## config.mk

```make
export PLATFORM = sky130hd
export DESIGN_NAME = adc_scan_seq
export DESIGN_NICKNAME = d
export VERILOG_FILES = /design/src/rtl/adc_scan_pkg.sv /design/src/rtl/adc_chan_pick.sv /design/src/rtl/adc_spi_frame_eng.sv /design/src/rtl/adc_scan_seq.sv
export SDC_FILE = /design/constraint.sdc
export NUM_CORES = 1
export LEC_CHECK = 0
export CAP_MARGIN = 0
export CORE_MARGIN = 2
export CORE_UTILIZATION = 40
export CTS_CLUSTER_SIZE = 16
export DETAILED_ROUTE_END_ITERATION = 10
export DONT_BUFFER_PORTS = 1
export PLACE_DENSITY_LB_ADDON = 0.3
export SLEW_MARGIN = 20
export SYNTH_ARGS = -nofsm -noshare
export SYNTH_HDL_FRONTEND = slang
export SYNTH_HIERARCHICAL = 1
export SYNTH_SLANG_ARGS = --single-unit
```

## constraint.sdc

```tcl
create_clock -name clk_i -period 3 [get_ports clk_i]
set_input_delay 0.6 -clock clk_i [delete_from_list [all_inputs] [get_ports clk_i]]
set_output_delay 0.6 -clock clk_i [all_outputs]
set_load 0.1 [all_outputs]
```

## src/rtl/adc_scan_pkg.sv

```systemverilog
`timescale 1ns/1ps
package adc_scan_pkg;
  localparam logic [7:0] OP_NOP   = 8'h00;
  localparam logic [7:0] OP_RESET = 8'h06;
  localparam logic [7:0] OP_START = 8'h08;
  localparam logic [7:0] OP_STOP  = 8'h0A;
  localparam logic [7:0] OP_RDATA = 8'h12;
  localparam logic [7:0] OP_WREG  = 8'h40;
  localparam logic [7:0] REG_MUX  = 8'h02;

  typedef enum logic [2:0] {
    E_IDLE, E_LEAD, E_HI, E_LO, E_TAIL, E_GAP
  } eng_state_e;

  typedef enum logic [2:0] {
    S_RPIN, S_RCMD, S_IDLE, S_NEXT, S_MUX, S_GO, S_RD, S_HALT
  } scan_state_e;
endpackage

```

## src/rtl/adc_chan_pick.sv

```systemverilog
`timescale 1ns/1ps
module adc_chan_pick #(
  parameter int NUM_CH = 12,
  parameter int CH_W   = 4
) (
  input  logic [NUM_CH-1:0] mask_i,
  output logic              found_o,
  output logic [CH_W-1:0]   idx_o
);
  // lowest set bit wins
  always_comb begin
    found_o = |mask_i;
    idx_o   = '0;
    for (int i = NUM_CH - 1; i >= 0; i--) begin
      if (mask_i[i]) idx_o = CH_W'(i);
    end
  end
endmodule

```

## src/rtl/adc_spi_frame_eng.sv

```systemverilog
`timescale 1ns/1ps
module adc_spi_frame_eng
  import adc_scan_pkg::*;
#(
  parameter int CLK_DIV = 2,
  parameter int CS_GAP  = 4
) (
  input  logic        clk_i,
  input  logic        rst_ni,
  input  logic        start_i,
  input  logic [2:0]  len_i,
  input  logic [31:0] tx_i,
  output logic        done_o,
  output logic [23:0] rx_o,
  output logic        sclk_o,
  output logic        mosi_o,
  output logic        cs_no,
  input  logic        miso_i
);
  localparam int CNT_MAX = (CLK_DIV > CS_GAP) ? CLK_DIV : CS_GAP;
  localparam int CNT_W   = $clog2(CNT_MAX + 1);
  localparam int GAP_W   = $clog2(CS_GAP + 1);
  localparam logic [CNT_W-1:0] DIV_LAST = CNT_W'(CLK_DIV - 1);
  localparam logic [CNT_W-1:0] GAP_LAST = CNT_W'(CS_GAP - 1);

  eng_state_e       st_q;
  logic [CNT_W-1:0] cnt_q;
  logic [31:0]      sh_q;
  logic [5:0]       bits_q;
  logic [23:0]      rx_q;
  logic             sclk_q, mosi_q, cs_q;
  logic             div_hit, gap_hit;

  assign div_hit = (cnt_q == DIV_LAST);
  assign gap_hit = (cnt_q == GAP_LAST);

  always_ff @(posedge clk_i or negedge rst_ni) begin
    if (!rst_ni) begin
      st_q   <= E_IDLE;
      cnt_q  <= '0;
      sh_q   <= '0;
      bits_q <= '0;
      rx_q   <= '0;
      sclk_q <= 1'b0;
      mosi_q <= 1'b0;
      cs_q   <= 1'b1;
    end else begin
      case (st_q)
        E_IDLE: if (start_i) begin
          sh_q   <= tx_i;
          bits_q <= {len_i, 3'b000};
          cs_q   <= 1'b0;
          cnt_q  <= '0;
          st_q   <= E_LEAD;
        end
        E_LEAD, E_LO: if (div_hit) begin
          cnt_q  <= '0;
          sclk_q <= 1'b1;
          mosi_q <= sh_q[31];
          sh_q   <= {sh_q[30:0], 1'b0};
          st_q   <= E_HI;
        end else cnt_q <= cnt_q + 1'b1;
        E_HI: if (div_hit) begin
          cnt_q  <= '0;
          sclk_q <= 1'b0;
          rx_q   <= {rx_q[22:0], miso_i};
          bits_q <= bits_q - 1'b1;
          st_q   <= (bits_q == 6'd1) ? E_TAIL : E_LO;
        end else cnt_q <= cnt_q + 1'b1;
        E_TAIL: if (div_hit) begin
          cnt_q <= '0;
          cs_q  <= 1'b1;
          st_q  <= E_GAP;
        end else cnt_q <= cnt_q + 1'b1;
        E_GAP: if (gap_hit) begin
          cnt_q <= '0;
          st_q  <= E_IDLE;
        end else cnt_q <= cnt_q + 1'b1;
        default: st_q <= E_IDLE;
      endcase
    end
  end

  assign done_o = (st_q == E_GAP) && gap_hit;
  assign rx_o   = rx_q;
  assign sclk_o = sclk_q;
  assign mosi_o = mosi_q;
  assign cs_no  = cs_q;

  // saturating count of chip-select high cycles, for the gap check
  logic [GAP_W-1:0] hi_cnt_q;
  always_ff @(posedge clk_i or negedge rst_ni) begin
    if (!rst_ni) hi_cnt_q <= GAP_W'(CS_GAP);
    else if (!cs_q) hi_cnt_q <= '0;
    else if (hi_cnt_q != GAP_W'(CS_GAP)) hi_cnt_q <= hi_cnt_q + 1'b1;
  end

  a_r7_cs_gap: assert property (@(posedge clk_i) disable iff (!rst_ni)
    $fell(cs_no) |-> (hi_cnt_q == GAP_W'(CS_GAP)));
  a_r6_sclk_idle: assert property (@(posedge clk_i) disable iff (!rst_ni)
    cs_no |-> !sclk_o);
  a_r6_mosi_hold: assert property (@(posedge clk_i) disable iff (!rst_ni)
    $fell(sclk_o) |-> $stable(mosi_o));
endmodule

```

## src/rtl/adc_scan_seq.sv

```systemverilog
`timescale 1ns/1ps
module adc_scan_seq
  import adc_scan_pkg::*;
#(
  parameter int NUM_CH      = 12,
  parameter int CLK_DIV     = 2,
  parameter int CS_GAP      = 4,
  parameter int RST_LOW_CYC = 40000,
  parameter bit USE_RST_PIN = 1'b1
) (
  input  logic                 clk_i,
  input  logic                 rst_ni,
  input  logic [NUM_CH-1:0]    scan_mask_i,
  input  logic                 scan_trig_i,
  output logic                 busy_o,
  output logic                 spi_sclk_o,
  output logic                 spi_mosi_o,
  input  logic                 spi_miso_i,
  output logic                 spi_cs_no,
  output logic                 adc_rst_no,
  output logic [32*NUM_CH-1:0] res_data_o,
  output logic                 res_valid_o
);
  localparam int CH_W   = (NUM_CH > 1) ? $clog2(NUM_CH) : 1;
  localparam int SLOT_W = $clog2(NUM_CH + 1);
  localparam int RCNT_W = $clog2(RST_LOW_CYC + 1);

  scan_state_e        state_q;
  logic [NUM_CH-1:0]  mask_q;
  logic [CH_W-1:0]    cur_ch_q;
  logic [SLOT_W-1:0]  slot_q;
  logic [RCNT_W-1:0]  rcnt_q;
  logic               pin_q, valid_q, launched_q;

  logic               pick_found;
  logic [CH_W-1:0]    pick_idx;
  logic               eng_start, eng_done, is_xfer;
  logic [2:0]         eng_len;
  logic [31:0]        eng_tx;
  logic [23:0]        eng_rx;
  logic               accept, store, frame_end;

  adc_chan_pick #(.NUM_CH(NUM_CH), .CH_W(CH_W)) u_pick (
    .mask_i (mask_q),
    .found_o(pick_found),
    .idx_o  (pick_idx)
  );

  adc_spi_frame_eng #(.CLK_DIV(CLK_DIV), .CS_GAP(CS_GAP)) u_eng (
    .clk_i  (clk_i),
    .rst_ni (rst_ni),
    .start_i(eng_start),
    .len_i  (eng_len),
    .tx_i   (eng_tx),
    .done_o (eng_done),
    .rx_o   (eng_rx),
    .sclk_o (spi_sclk_o),
    .mosi_o (spi_mosi_o),
    .cs_no  (spi_cs_no),
    .miso_i (spi_miso_i)
  );

  always_comb begin
    is_xfer = 1'b1;
    eng_len = 3'd1;
    eng_tx  = '0;
    case (state_q)
      S_RCMD: eng_tx = {OP_RESET, 24'h0};
      S_MUX: begin
        eng_len = 3'd3;
        eng_tx  = {OP_WREG | REG_MUX, OP_NOP, 8'(cur_ch_q), 8'h00};
      end
      S_GO:   eng_tx = {OP_START, 24'h0};
      S_RD: begin
        eng_len = 3'd4;
        eng_tx  = {OP_RDATA, OP_NOP, OP_NOP, OP_NOP};
      end
      S_HALT: eng_tx = {OP_STOP, 24'h0};
      default: is_xfer = 1'b0;
    endcase
  end

  assign eng_start = is_xfer && !launched_q;
  assign accept    = (state_q == S_IDLE) && scan_trig_i;
  assign store     = (state_q == S_RD) && eng_done;
  assign frame_end = (state_q == S_NEXT) && !pick_found;

  always_ff @(posedge clk_i or negedge rst_ni) begin
    if (!rst_ni) begin
      state_q    <= USE_RST_PIN ? S_RPIN : S_RCMD;
      pin_q      <= !USE_RST_PIN;
      rcnt_q     <= '0;
      launched_q <= 1'b0;
      mask_q     <= '0;
      cur_ch_q   <= '0;
      slot_q     <= '0;
      valid_q    <= 1'b0;
    end else begin
      valid_q <= 1'b0;
      if (eng_start) launched_q <= 1'b1;
      else if (eng_done) launched_q <= 1'b0;
      case (state_q)
        S_RPIN: if (rcnt_q == RCNT_W'(RST_LOW_CYC)) begin
          pin_q   <= 1'b1;
          state_q <= S_IDLE;
        end else rcnt_q <= rcnt_q + 1'b1;
        S_RCMD: if (eng_done) state_q <= S_IDLE;
        S_IDLE: if (scan_trig_i) begin
          mask_q  <= scan_mask_i;
          slot_q  <= '0;
          state_q <= S_NEXT;
        end
        S_NEXT: if (!pick_found) begin
          valid_q <= 1'b1;
          state_q <= S_IDLE;
        end else begin
          cur_ch_q         <= pick_idx;
          mask_q[pick_idx] <= 1'b0;
          state_q          <= S_MUX;
        end
        S_MUX:  if (eng_done) state_q <= S_GO;
        S_GO:   if (eng_done) state_q <= S_RD;
        S_RD:   if (eng_done) begin
          slot_q  <= slot_q + 1'b1;
          state_q <= S_HALT;
        end
        S_HALT: if (eng_done) state_q <= S_NEXT;
        default: state_q <= S_IDLE;
      endcase
    end
  end

  // per-slot working buffer and published copy
  for (genvar g = 0; g < NUM_CH; g++) begin : g_slot
    logic [31:0] buf_q, res_q;
    always_ff @(posedge clk_i or negedge rst_ni) begin
      if (!rst_ni) begin
        buf_q <= '0;
        res_q <= '0;
      end else begin
        if (accept) buf_q <= '0;
        else if (store && (slot_q == SLOT_W'(g))) buf_q <= {8'h00, eng_rx};
        if (frame_end) res_q <= buf_q;
      end
    end
    assign res_data_o[32*g +: 32] = res_q;
  end

  assign busy_o      = (state_q != S_IDLE);
  assign adc_rst_no  = pin_q;
  assign res_valid_o = valid_q;

  a_r1_pin_busy: assert property (@(posedge clk_i) disable iff (!rst_ni)
    !adc_rst_no |-> (busy_o && spi_cs_no));
  a_r8_valid_pulse: assert property (@(posedge clk_i) disable iff (!rst_ni)
    res_valid_o |=> !res_valid_o);
  a_r8_data_hold: assert property (@(posedge clk_i) disable iff (!rst_ni)
    !res_valid_o |-> $stable(res_data_o));
  a_r10_valid_idle: assert property (@(posedge clk_i) disable iff (!rst_ni)
    res_valid_o |-> !busy_o);
  a_r3_slot_bound: assert property (@(posedge clk_i) disable iff (!rst_ni)
    store |-> (slot_q < SLOT_W'(NUM_CH)));
endmodule

```

# Word-level counts from Yosys, hierarchy flattened
# Index checks and enable logic that the tools add are counted.
[classes]
add_sub_neg = 4
mul = 0
n_div = 0
n_lt_le_gt_ge = 2
eq_ne = 41
shift = 0
n_mux = 82
n_bitwise = 3
reduce_logical = 61
[op_table]
columns = ["cell", "count"]
rows = [
  ["$mux W32", 26],
  ["$pmux W31 S5", 1],
  ["$pmux W32 S2", 1],
  ["$mux W4", 14],
  ["$mux W3", 17],
  ["$reduce_bool A2 Y1", 19],
  ["$mux W12", 2],
  ["$pmux W12 S2", 1],
  ["$pmux W3 S8", 1],
  ["$eq A3 B3 Y1 const B", 6],
  ["$logic_and A1 B1 Y1", 18],
  ["$ne A2 B2 Y1 const B", 9],
  ["$reduce_and A3 Y1", 6],
  ["$add A16 B1 Y16 const B", 1],
  ["$eq A16 B16 Y1 const B", 1],
  ["$eq A4 B3 Y1 const B", 4],
  ["$eq A4 B4 Y1 const B", 4],
  ["$eq A3 B2 Y1 const B", 5],
  ["$pmux W3 S5", 1],
  ["$and A12 B12 Y12", 1],
  ["$mux W6", 2],
  ["$not A12 Y12", 1],
  ["$pmux W6 S2", 1],
  ["$reduce_and A2 Y1", 6],
  ["other kinds (28)", 45],
]
[word_totals]
regBits = 881
latch_bits = 0
mem_bits_rw = 0
rom_bits = 0
out_inout_bits = 390
wordCells = 233
memories = 0

# Depth between registers and ports, before layout
# Gate-level depths: netlist of run 1.
[depth]
word_depth = 20
depth_mapped = 10
mapped_depth_nobuf = 8

# By module
# The synthesis of run 1 kept the hierarchy.
[modules_own_cells]
columns = ["mod", "instances", "cells_each", "area_per_inst_um2", "seq_area_each_um2"]
rows = [
  ["adc_scan_seq", 1, 2156, 25217.9, 15464.8],
  ["adc_spi_frame_eng", 1, 273, 3508.4, 1778.0],
  ["adc_chan_pick", 1, 22, 128.9, 0.0],
]

# Worst setup path after synthesis of run 1
# Ideal clock, no wire load.
[synth_timing]
path_kind = "register -> register"
from = "register state_q[2]"
to = "register u_eng.sh_q[10]"
arrival_ns = 2.255
required_ns = 2.875
path_slack_ns = 0.621
stages_incl_launch_ff = 9
path_buffers = 3
path_cell_list = "dfrtp_1 buf_2 buf_1 nor2_1 nor2_1 or3b_1 a21oi_4 buf_6 mux2_2"
[synth_via]
elab_chain_cells = 6
[synth_rtl]
columns = ["item", "line_no", "source"]
rows = [
  ["start: declaration", "adc_scan_seq.sv:28", "scan_state_e state_q;"],
  ["start signal: assignment", "adc_scan_seq.sv:90", "state_q <= USE_RST_PIN ? S_RPIN : S_RCMD;"],
  ["$eq A3 B3 Y1 / $eq A3 B1 Y1 (equally long branches)", "adc_scan_seq.sv:67", "case (state_q)"],
  ["$reduce_or A5 Y1 (no source line) (*)", "--", ""],
  ["$mux W1 (*)", "adc_scan_seq.sv:67", ""],
  ["$logic_and A1 B1 Y1 (*)", "adc_scan_seq.sv:83", "assign eng_start = is_xfer && !launched_q;"],
  ["net eng_start", "adc_scan_seq.sv:37", "logic eng_start, eng_done, is_xfer;"],
  ["$ne A2 B2 Y1 (no source line) (*)", "--", ""],
  ["$reduce_and A3 Y1 (no source line) (*)", "--", ""],
  ["end signal: assignment", "adc_spi_frame_eng.sv:50", "sh_q <= tx_i;"],
  ["end signal: assignment", "adc_spi_frame_eng.sv:60", "sh_q <= {sh_q[30:0], 1'b0};"],
  ["end: declaration", "adc_spi_frame_eng.sv:28", "logic [31:0] sh_q;"],
]
# Mark *: on every way through the listed nets, which the timed path passes. The rest lies on a longest branch. The select of a mux whose other input is x is not followed.
# A chain may end at the register's enable or synchronous reset.

# Final worst setup path of run 1
[layout_timing]
from = "register state_q[2]"
to = "output port busy_o"
[layout_via]
elab_chain_cells = 1
[layout_rtl]
columns = ["item", "line_no", "source"]
rows = [
  ["$ne A3 B2 Y1", "adc_scan_seq.sv:149", "assign busy_o = (state_q != S_IDLE);"],
  ["end: declaration", "adc_scan_seq.sv:15", "output logic busy_o,"],
]
# Every way passes these cells.

==> metrics.txt, run 1 <==
setup bufs post-CTS 0; wire length on met3 5.58 mm; crit path DAT roughly 2.1 ns; Routed Antenna Nets 0; Main synth FF type dfrtp_1; Max Cap Violations 0; CTS tree done; most common cell in the synthesized netlist dfrtp_1; Clock transition at path regs around 0.06 ns; initial antenna violation count 2; number of synthesized flops with an enable pin 0; buffers plus inverters on the worst setup path 2; Post-CTS Resized 0; area post-placement a little under 30000 um^2; Async SR Flop Fraction 100%; Die Wd about 270 um; Core Rows between 90 and 100; r2r setup slk 0.32 ns; worst r2r dst g_slot[2].buf_q[7]; top cell type's share of synthesized area 59.7%; die area around 74000 um^2; minimum clock period between 2 and 3 ns; top sig layer met4; Port Buf Inserts 0; Peak VDD IR around 470 uV; cell family with most CP delay simple AND/OR/NAND/NOR gates; area grow syn2layout 10.7%; Final Hold Viols 271; met2 WL 36.9 mm; CP Cell Sequence buf_4, or3b_2, buf_4; Placement Setup Slack approximately 0.35 ns; post-route setup slack 0.271 ns; RSZ-0062 raised after global routing false; CTS Buffer Depth 3; r2r startpoint u_eng/cnt_q[0]; clock insertion delay at the later pin of the skew report approximately 0.60 ns; grt total ovfl 0; clock net sink count between 600 and 700; Req. time, crit path 2.40 ns; drt total wl 77.4 mm; DRC viols 0; nature of the critical path endpoint primary output; H-tree Lvls 3; slowest library cell on the worst path or3b_2; post-DP HPWL about 48 mm; detailed-route via count about 18000; most frequent cells after synthesis 688 x dfrtp_1, 498 x nand2_1, 378 x mux2_2; routed len/inst about 22 um; M1 WL around 32 mm; Starting DRT DRC Count 1402; FILL cells 6502; Final Cell Area between 30000 and 40000 um^2; number of global-route vias before repair between 15000 and 20000; CP startpoint kind flip-flop; # IOs approximately 410; flops & latches, synth about 690; TNS Setup 0 ns; Yosys warning total 6; Pre-Repair DR Iteration Count 6; Power Density approximately 790 nW/um^2; share of cells above drive strength 1 about a quarter; Worst-Margin Slew 2.16 ns; status finished with violations; Via-to-Cell Ratio ~5.2; post-synth top area cell dfrtp_1; Crit. Startpoint state_q[2]; nets@finish ~2500; Synth Area per Inst about 12 um^2; largest stage delay on the critical path about 0.53 ns; Final period util roughly nine tenths; placed cells 3316; Worst Skew 0.0173 ns; most frequent CP cell buf_4; Yosys cell types 68; post-route insts no fill 3450; Root Buffer clkbuf_16; Hold WS -0.299 ns; overall routing resource usage between 20 and 25%; register area share after synthesis between 50% and 60%; Worst R2R Path Depth 8; chip height 273 um; core area between 70000 and 80000 um^2; Rel. slew slack -43.9%; Num CTS Buffers 76; RD Place Congestion 0.850; critical path type reg -> out; diode count 0; Hold/Removal Path Class in -> async; largest net degree at the start of global routing 690; Max Freq between 0.3 and 0.4 GHz; setup violators final 0; Initial Util 40.4%; Area contributors post-synth dfrtp_1 60%, mux2_2 15%, nand2_1 6.5%; Leakage Power 15.1 nW; Synth Instances around 2500; failing checks negative hold slack, max-slew violations; largest fanout on the critical path 12; first-pass GRT wire length between 100 and 150 mm; max-slew violation count 400; cell area after synthesis about 29000 um^2
-- logic make-up after synthesis --
logic type	Yosys count	synth area share (%)
other cells	1	0.0130
simple gates	700	10.5
flops	689	59.8
buf+inv	284	6.08
fa+ha+maj	12	0.520
compound gates	318	6.02
xor+xnor	18	0.546
mux	429	16.5
-- through the flow --
step	utilization, %	total power, mW
after floorplan	-	14.8
after global placement	41.2	16.0
after detailed placement	41.2	16.2
after CTS	44.7	25.5
after global routing	44.7	26.4
final	44.7	25.2
-- final cells by class --
class,instances,area (um^2),share of cell area [%]
clock buffer,113,2270,7.12
multi-input combinational,1596,10300,32.3
sequential,689,17300,54.0
timing repair buffer,62,653,2.04
inverter,19,71.3,0.223
clock inverter,21,196,0.615
tap,950,1190,3.72
-- how the worst max path moves through the flow --
stage / slack (ns) / depth (start not counted) / end
floorplan: 0.62 / 8 / u_eng/sh_q[10]
global placement: 0.51 / 8 / g_slot[2].buf_q[0]
detailed placement: 0.35 / 8 / g_slot[2].buf_q[11]
CTS: 0.26 / 3 / busy_o
global route: 0.13 / 8 / g_slot[2].buf_q[0]
finish: 0.27 / 3 / busy_o
-- flip-flops by register name, summed over array words and instances (netlist names), 3 cells and up --
signal        flops
u_eng/cnt_q       3
u_eng/sh_q       32
rcnt_q           16
u_eng/bits_q      6
mask_q           12
g_slot.buf_q    288
u_eng/st_q        3
g_slot.res_q    288
cur_ch_q          4
state_q           3
slot_q            4
u_eng/rx_o       24
-- power by group --
part / internal [mW] / total, mW / leakage [nW] / switching, mW
Clock: 5.50 / 9.23 / 1.22 / 3.74
Combinational: 1.56 / 3.86 / 4.50 / 2.30
Sequential: 10.4 / 12.2 / 9.36 / 1.77
-- layout by cell type (no fill, tap or decap), types with 4 or more instances in the layout --
master / instances
a21oi_1: 252
a22o_1: 13
nand4_1: 7
nand3b_1: 4
buf_4: 47
mux2i_1: 50
clkbuf_8: 17
nor4_1: 7
xor2_1: 5
inv_1: 18
mux2_2: 378
xnor2_1: 13
nand3_2: 5
clkbuf_1: 17
buf_12: 15
a211oi_1: 4
nor3_1: 13
o21ai_0: 20
nor2_1: 75
nand3_1: 20
dfrtp_1: 682
nand2b_1: 10
clkinv_2: 13
nand2_1: 498
and3_1: 14
clkbuf_16: 79
ha_1: 12
conb_1: 119
nor2b_1: 9
dfrtp_2: 6
and2_1: 8
-- layer usage --
layer / GRT usage (%) / up-vias
met5: 0 / -
met1: 27.1 / 9266
li1: - / 8048
met3: 5.54 / 134
met4: 7.63 / 0
met2: 33.1 / 527
No activity file was read; power rests on OpenSTA's default activity.
==> run 2, diff against run 1 <==
Settings changed: CORE_MARGIN 2 to 4.
==> metrics.txt, run 2 (synthesis results as in run 1) <==
cell family with most CP delay flip-flops; P_int 17.6 mW (+0.77%); Core Rows 98 (unchanged); drt total wl 78.0 mm (+0.87%); RD Place Congestion 0.818 (-3.8%); overall routing resource usage 20.0% (-0.72 points); most common cell after layout, fill and taps aside dfrtp_1; area grow syn2layout 11.1%; initial antenna violation count 4 (+2); Pre-Repair DR Iteration Count 8 (+2); RSZ-0062 raised after global routing false; Root Buffer clkbuf_16; Routed Antenna Nets 0 (unchanged); Worst-Margin Slew 1.74 ns (-0.413 ns); CTS Buffer Depth 3 (unchanged); worst r2r dst g_slot[0].res_q[19]; CP startpoint kind flip-flop; first-pass GRT wire length 119 mm (+1.4%); routed len/inst 22.6 um (+0.58%); FILL cells 6485 (-0.26%); Final period util 90.4% (-0.58 points); Seq. cell area 17300 um^2 (unchanged); clock insertion delay at the later pin of the skew report 0.62 ns (+0.02 ns); chip height 277 um (+1.5%); Rel. slew slack -16.3% (+28 points); switching share of power 31.2% (+0.30 points); critical path type reg -> out; Starting DRT DRC Count 1487 (+6.1%); Hold/Removal Path Class in -> async; largest stage delay on the critical path 0.67 ns (+0.14 ns); Leakage Power 15.1 nW (+0.34%); max-slew violation count 176 (-56%); Clock transition at path regs 0.06 ns (about the same); Via-to-Cell Ratio 5.23 (+0.40%); Net Switching 7.98 mW (+2.2%); CTS tree done; Initial Util 40.4% (unchanged); post-layout util 44.8% (+0.13 points); nets@finish 2477 (+0.20%); setup violators final 0 (unchanged); TNS Setup 0 ns (unchanged); largest registers g_slot.buf_q x288, g_slot.res_q x288, u_eng/sh_q x32; area post-placement 29500 um^2 (about the same); Final Cell Area 32100 um^2 (+0.30%); highest-count cells in the layout ignoring fill and taps 682 x dfrtp_1, 498 x nand2_1, 378 x mux2_2, 252 x a21oi_1, 119 x conb_1; Worst R2R Path Depth 5 (-3); setup bufs post-CTS 0 (unchanged); Die Wd 277 um (+1.5%); number of global-route vias before repair 18200 (+1.2%); grt total ovfl 0 (unchanged); Crit. Startpoint state_q[1]; CP Cell Sequence or3b_2, buf_4; clock net sink count 689 (unchanged); Num CTS Buffers 77 (+1.3%); detailed-route via count 18100 (+0.70%); Sequential Power Share 46.7% (-1.4 points); core area 71500 um^2 (unchanged); Post-CTS Resized 0 (unchanged); Max Freq 0.369 GHz (+0.65%); die area 76500 um^2 (+3.0%); crit path DAT 2.11 ns (-0.02 ns); failing checks negative hold slack, max-slew violations; slowest library cell on the worst path dfrtp_1; Req. time, crit path 2.40 ns (about the same); r2r startpoint state_q[2]; share of cells above drive strength 1 23.8% (+0.35 points); Port Buf Inserts 0 (unchanged); Worst Skew 0.0210 ns (+0.00371 ns); Power Density 797 nW/um^2 (+0.91%); minimum clock period 2.71 ns (-0.0175 ns); largest fanout on the critical path 14 (+2); Power Total 25.5 mW (+1.2%); nature of the critical path endpoint primary output; Multi-input gate area 10300 um^2 (unchanged); # IOs 406 (unchanged); Comb pwr share 16.1% (+0.8 points); post-DP HPWL 48.6 mm (+1.3%); status finished with violations; Final Hold Viols 493 (+82%); buffers plus inverters on the worst setup path 1 (-1); H-tree Lvls 3 (unchanged); Peak VDD IR 600 uV (+26%); r2r setup slk 0.29 ns (-0.03 ns); largest net degree at the start of global routing 690 (unchanged); Clk network pwr share 37.2% (+0.6 points); Hold WS -0.302 ns (-0.00312 ns); DRC viols 0 (unchanged); Max Cap Violations 0 (unchanged)
## run 2: cell types whose count changed in the layout (fill, tap and decap cells not counted), sizes merged
cell,change
clkinv,+9
inv,+5
buf,+4
clkbuf,-13
diode,+1
bufinv,+4
## run 2: worst max path at each step
stage	end	slack, ns	cells after the start
after floorplan	u_eng/sh_q[10]	0.62	8
after global placement	g_slot[1].res_q[5]	0.36	5
after detailed placement	g_slot[1].res_q[4]	0.31	5
after CTS	busy_o	0.26	2
after global routing	g_slot[5].buf_q[20]	0.10	8
final	busy_o	0.29	2
## run 2: cell type report
type	instances	area share [%]
inverter	19	0.223
clock buffer	100	6.53
clock inverter	39	1.42
tap	950	3.71
multi-input combinational	1596	32.2
antenna	1	0.00781
timing repair buffer	66	2.09
sequential	689	53.8
## run 2: metal layers
metal	share of wire, %	routed length, um	track usage (%)	vias to the layer above
met5	0	0	0	-
met2	48	37300	32.4	542
met1	42	32800	26.6	9382
met4	3.0	2370	6.46	0
met3	7.2	5580	4.86	126
li1	-	-	-	8050
## run 2: power by group through the flow
stage               registers (mW)  clock network [mW]  logic, mW
finish                        11.9                9.52       4.11
global route                  12.1                10.1       4.48
CTS                           11.9                9.74       4.12
detailed placement            12.1                   0       4.11
global placement              12.0                   0       4.00
floorplan                     11.4                   0       3.46
## run 2: metrics by stage
step	std cells	setup slack (ns)
floorplan	2569	0.621
global placement	3320	0.362
detailed placement	3320	0.305
CTS	3459	0.259
global route	3459	0.102
finish	3460	0.288
